### config.mk
export PLATFORM = sky130hd
export DESIGN_NAME = rst_vector_irq
export DESIGN_NICKNAME = d
export VERILOG_FILES = /design/src/rtl/rvi_pkg.sv /design/src/rtl/rvi_sync.sv /design/src/rtl/rvi_prio.sv /design/src/rtl/rvi_fsm.sv /design/src/rtl/rst_vector_irq.sv
export SDC_FILE = /design/constraint.sdc
export NUM_CORES = 1
export LEC_CHECK = 0
export ABC_AREA = 1
export BUFFER_PORTS_ARGS = -buffer_cell sky130_fd_sc_hd__buf_4
export CORE_ASPECT_RATIO = 0.75
export CORE_MARGIN = 4
export CORE_UTILIZATION = 40
export DETAILED_ROUTE_END_ITERATION = 10
export PLACE_DENSITY_LB_ADDON = 0.12
export RECOVER_POWER = 100
export SYNTH_ARGS = -nofsm -noshare
export SYNTH_HDL_FRONTEND = slang
export SYNTH_SLANG_ARGS = --single-unit
### constraint.sdc
create_clock -name clk -period 1.3 [get_ports clk]
set_input_delay 0.195 -clock clk [delete_from_list [all_inputs] [get_ports clk]]
set_output_delay 0.195 -clock clk [all_outputs]
set_load 0.02 [all_outputs]
### src/rtl/rvi_pkg.sv
package rvi_pkg;

    typedef enum logic [1:0] {
        ST_IDLE  = 2'd0,
        ST_PEND  = 2'd1,
        ST_SERVE = 2'd2
    } rvi_state_e;

    localparam logic [7:0] RST_OPC_BASE = 8'hC7;
    localparam int         RST_LVL_LSB  = 3;

endpackage

### src/rtl/rvi_sync.sv
module rvi_sync #(
    parameter int WIDTH  = 8,
    parameter int STAGES = 2
) (
    input  logic             clk,
    input  logic             rst_n,
    input  logic [WIDTH-1:0] d_in,
    output logic [WIDTH-1:0] d_out
);

    logic [WIDTH-1:0] stage_q [STAGES];

    for (genvar s = 0; s < STAGES; s++) begin : g_stage
        if (s == 0) begin : g_first
            always_ff @(posedge clk or negedge rst_n) begin
                if (!rst_n) stage_q[s] <= '0;
                else        stage_q[s] <= d_in;
            end
        end else begin : g_rest
            always_ff @(posedge clk or negedge rst_n) begin
                if (!rst_n) stage_q[s] <= '0;
                else        stage_q[s] <= stage_q[s-1];
            end
        end
    end

    assign d_out = stage_q[STAGES-1];

endmodule

### src/rtl/rvi_prio.sv
module rvi_prio #(
    parameter int N_REQ = 8,
    parameter int LVL_W = $clog2(N_REQ)
) (
    input  logic [N_REQ-1:0] req,
    output logic             any,
    output logic [LVL_W-1:0] level
);

    always_comb begin
        level = '0;
        for (int i = 0; i < N_REQ; i++) begin
            if (req[i]) level = LVL_W'(i);
        end
    end

    assign any = |req;

endmodule

### src/rtl/rvi_fsm.sv
module rvi_fsm
    import rvi_pkg::*;
#(
    parameter int LVL_W  = 3,
    parameter int DATA_W = 8
) (
    input  logic              clk,
    input  logic              rst_n,
    input  logic              req_any,
    input  logic [LVL_W-1:0]  req_level,
    input  logic              ack,
    output logic              cpu_irq,
    output logic              bus_oe,
    output logic [DATA_W-1:0] bus_data
);

    rvi_state_e       state_q, state_d;
    logic [LVL_W-1:0] lvl_q;

    always_comb begin
        state_d = state_q;
        unique case (state_q)
            ST_IDLE: begin
                if (ack)          state_d = ST_SERVE;
                else if (req_any) state_d = ST_PEND;
            end
            ST_PEND: begin
                if (ack)           state_d = ST_SERVE;
                else if (!req_any) state_d = ST_IDLE;
            end
            ST_SERVE: begin
                if (!ack) state_d = req_any ? ST_PEND : ST_IDLE;
            end
            default: state_d = ST_IDLE;
        endcase
    end

    always_ff @(posedge clk or negedge rst_n) begin
        if (!rst_n) begin
            state_q <= ST_IDLE;
            lvl_q   <= '0;
        end else begin
            state_q <= state_d;
            if (state_q != ST_SERVE && state_d == ST_SERVE)
                lvl_q <= req_any ? req_level : '0;
        end
    end

    always_comb begin
        cpu_irq  = 1'b0;
        bus_oe   = 1'b0;
        bus_data = '0;
        unique case (state_q)
            ST_IDLE:  ;
            ST_PEND:  cpu_irq = 1'b1;
            ST_SERVE: begin
                bus_oe   = 1'b1;
                bus_data = DATA_W'(RST_OPC_BASE) | (DATA_W'(lvl_q) << RST_LVL_LSB);
            end
            default: ;
        endcase
    end

    // a request to the CPU always has a synchronized request behind it
    p_irq_needs_req_r3: assert property (@(posedge clk) disable iff (!rst_n)
        cpu_irq |-> $past(req_any));

    // the opcode does not change during one acknowledge
    p_opcode_held_r7: assert property (@(posedge clk) disable iff (!rst_n)
        (bus_oe && $past(bus_oe)) |-> $stable(bus_data));

endmodule

### src/rtl/rst_vector_irq.sv
module rst_vector_irq #(
    parameter int N_REQ       = 8,
    parameter int SYNC_STAGES = 2,
    parameter int DATA_W      = 8
) (
    input  logic              clk,
    input  logic              rst_n,
    input  logic [N_REQ-1:0]  irq_n,
    input  logic              ack,
    output logic              cpu_irq,
    output logic [DATA_W-1:0] bus_data,
    output logic              bus_oe
);

    localparam int LVL_W = $clog2(N_REQ);

    logic [N_REQ-1:0] req_sync;
    logic             req_any;
    logic [LVL_W-1:0] req_level;

    rvi_sync #(.WIDTH(N_REQ), .STAGES(SYNC_STAGES)) u_sync (
        .clk   (clk),
        .rst_n (rst_n),
        .d_in  (~irq_n),
        .d_out (req_sync)
    );

    rvi_prio #(.N_REQ(N_REQ), .LVL_W(LVL_W)) u_prio (
        .req   (req_sync),
        .any   (req_any),
        .level (req_level)
    );

    rvi_fsm #(.LVL_W(LVL_W), .DATA_W(DATA_W)) u_fsm (
        .clk       (clk),
        .rst_n     (rst_n),
        .req_any   (req_any),
        .req_level (req_level),
        .ack       (ack),
        .cpu_irq   (cpu_irq),
        .bus_oe    (bus_oe),
        .bus_data  (bus_data)
    );

    // the bus enable follows the acknowledge one edge later
    p_oe_rise_r6: assert property (@(posedge clk) disable iff (!rst_n)
        ack |=> bus_oe);
    p_oe_fall_r6: assert property (@(posedge clk) disable iff (!rst_n)
        !ack |=> !bus_oe);

    // the driven byte keeps its fixed restart framing
    p_opcode_frame_r5: assert property (@(posedge clk) disable iff (!rst_n)
        bus_oe |-> (bus_data[7:6] == 2'b11 && bus_data[2:0] == 3'b111));

    // a released bus reads zero
    p_bus_quiet_r8: assert property (@(posedge clk) disable iff (!rst_n)
        !bus_oe |-> (bus_data == '0));

    // no CPU request while the opcode is presented
    p_irq_off_serve_r9: assert property (@(posedge clk) disable iff (!rst_n)
        bus_oe |-> !cpu_irq);

endmodule

==> impl_metrics.ini <==
[status]
status = finished with violations
violations = negative setup slack

[timing]
max_freq_ghz = 0.7390
period_minus_slack_ns = 1.353
hold_violations = 0
rsz0062_at_grt = true
finalSetupViolCount = 10
final_max_slew_viol_count = 0
fin_crit_sh_pct = 104.1
layout_setup_ws_ns = -0.05311
slew_headroom_pct = 66.27
skew_ns = 0.004378
worstMarginPinSlew_ns = 0.5060

[final_layout]
nFillCells = 165
final_nets = 115
multi_input_area_um2 = 131.4
final_common_cell = dfrtp_1
final_core_util_pct = 58.57
final-seq-area_um2 = 525.5
antennaDiodeCount = 0
layout-drive-gt1-share_pct = 31.07
syn2layout_area_growth_pct = 36.51
final_cell_mix = 21 x dfrtp_1, 19 x inv_1, 11 x clkbuf_4, 11 x buf_4, 10 x nand2_1

[job]
maxCapViolations = 0

[floorplan]
initial_core_util_pct = 42.91
fp-row-count = 13
die_h_um = 45.77
io_pins = 21
die_w_um = 58.36
die_area_mm2 = 0.002671
core_area_mm2 = 0.001773

[power_and_ir_drop]
switching_share_pct = 25.78
seq_power_share_pct = 58.4
internal_power_w = 0.0009011
leakage_nw = 0.5677
p_per_area_mw_per_mm2 = 1169
irDropWorstVdd_mv = 0.7775
p_comb_share_pct = 15.9
switching_power_w = 0.0003131
clockPowerShare_pct = 25.7

[detailed_routing]
drt-total-wl_um = 1120
vias = 495
detail_route.wl_per_cell_um = 8.960
drtAntennaViolNets = 0
drc_errors = 0
dr.pass1.iters = 2
via_per_inst = 3.960
drt_iter0_drc = 6

[setup_path]
startpoint = u_fsm.state_q[0]
arrival_ns = 1.16
worstSetupPathType = flip-flop to primary output
start_kind = flip-flop
r2r-start = u_fsm.state_q[1]
crit_fanout = 3
critPathRequiredTime_ns = 1.11
cp-end-kind = primary output

[synth]
synth_cell_types = 12
synthTopCellsByArea = dfrtp_1 69%, inv_1 9.4%, buf_4 4.9%
synthDominantCellAreaShare_pct = 69.08
syn_inst = 74
netlist_area_um2 = 760.7
yosys_warnings = 0
synth_largest_area_cell = dfrtp_1
ys_ff_latch = 21
avgSynthCellArea_um2 = 10.28
ys_seq_area_share_pct = 69.08
syn-num-nets = 85

[grt]
grt_start_max_net_pins = 22
gr-usage-all-layers_pct = 9.809
grt_pass1_vias = 466
grt-ovfl-total = 0
antenna_found_initial = 0
grt_pass1_wl_um = 1918

[clock_network]
clk_path_buf_depth = 2
cts_tree = yes
worst_skew_pair.late_latency_ns = 0.30
root_buffer = clkbuf_4
cts_buffers = 3
clkTransAtPathRegs_ns = 0.12
clock_sinks = 21
cts-htree-levels = 1

[placement]
pre_cts_ws_ns = 0.1797
place.gp.congestion = 0.7174
io_buffers = 20
place.detailed.hpwl_um = 799

[hold_path]
hp-start = irq_n[1]
hp-class = input pin to flip-flop
## kinds of logic (layout without fill, tap and decap cells)
kind of cell	count (synthesis)	after routing	share of synthesized area, %
AOI/OAI and AO/OA	6	6	4.439
buffers and inverters	26	55	15.30
DFF	21	21	69.08
and+or+nand+nor	21	21	11.18
## stage by stage
step	TNS (ns)	total power [W]	std cells	instance area, µm²	hold WS (ns)
after detailed placement	0	0.0008859	111	905.9	0.09136
after floorplan	0	0.0008180	74	765.7	-0.1006
after CTS	-0.2608	0.001221	120	985.9	0.0004771
after global placement	0	0.0008819	111	905.9	0.08808
after global routing	-1.241	0.001290	125	1039	0.02268
final	-0.3543	0.001214	125	1039	0.03948
## area by class of cell
type	count	area share [%]
tap	22	2.651
multi-input combinational	27	12.65
inverter	21	7.590
timing repair buffer	30	23.61
clock buffer	3	2.169
clock inverter	1	0.7229
sequential	21	50.60
## cells in the mapped netlist (all sizes together)
master	n
o21ai	2
inv	21
nor2	10
buf	5
a31oi	3
a21oi	1
nor3	1
dfrtp	21
nand2	10
## repair_timing
| item | 4_1_cts | 5_1_grt |
|---|---|---|
| endpoints found under the setup margin | 9 | 10 |
| resized for setup | 3 | 3 |
| pin swaps | 1 | 1 |
| hold buffers | 1 | 5 |
| hold endpoints to repair | 21 | 5 |
| buffers inserted | 4 | 0 |
## power by group through the flow
stage	logic, W	clock network [W]	registers (W)
2_1_floorplan	0.0000980	0	0.000720
3_3_place_gp	0.000159	0	0.000723
3_5_place_dp	0.000162	0	0.000724
4_1_cts	0.000184	0.000328	0.000709
5_1_grt	0.000216	0.000360	0.000714
6_report	0.000193	0.000312	0.000709
## worst max-delay path: stages, from the launching register on
cell	delay, ns
dfrtp_1	0.44
nor2_4	0.14
inv_2	0.06
nor2_1	0.08
buf_4	0.14
## state kept, by name, summed over array words and instances, names as in the netlist
| signal | count |
|---|---|
| u_sync.d_out | 8 |
| u_sync.stage_q | 8 |
| u_fsm.lvl_q | 3 |
| u_fsm.state_q | 2 |
## metal layers
layer | track usage [%] | share of wire, % | up-vias
met3 | 4.249 | 6.9 | 0
li1 | - | - | 263
met2 | 15.81 | 47 | 12
met5 | 0 | 0 | -
met4 | 2.778 | 0 | 0
met1 | 12.09 | 46 | 220
## worst paths after layout
check	endpoint	slack [ns]	cells after the start
setup / recovery	bus_data[4]	-0.05	4
hold reg to reg	u_sync.d_out[2]	0.36	0
setup reg to reg	u_fsm.lvl_q[1]	0.15	4
max in group asynchronous	u_sync.d_out[1]	0.58	2
hold / removal	u_sync.stage_q[9]	0.04	2
min in group asynchronous	u_sync.d_out[0]	0.38	2
(Power assumes the default switching activity.)
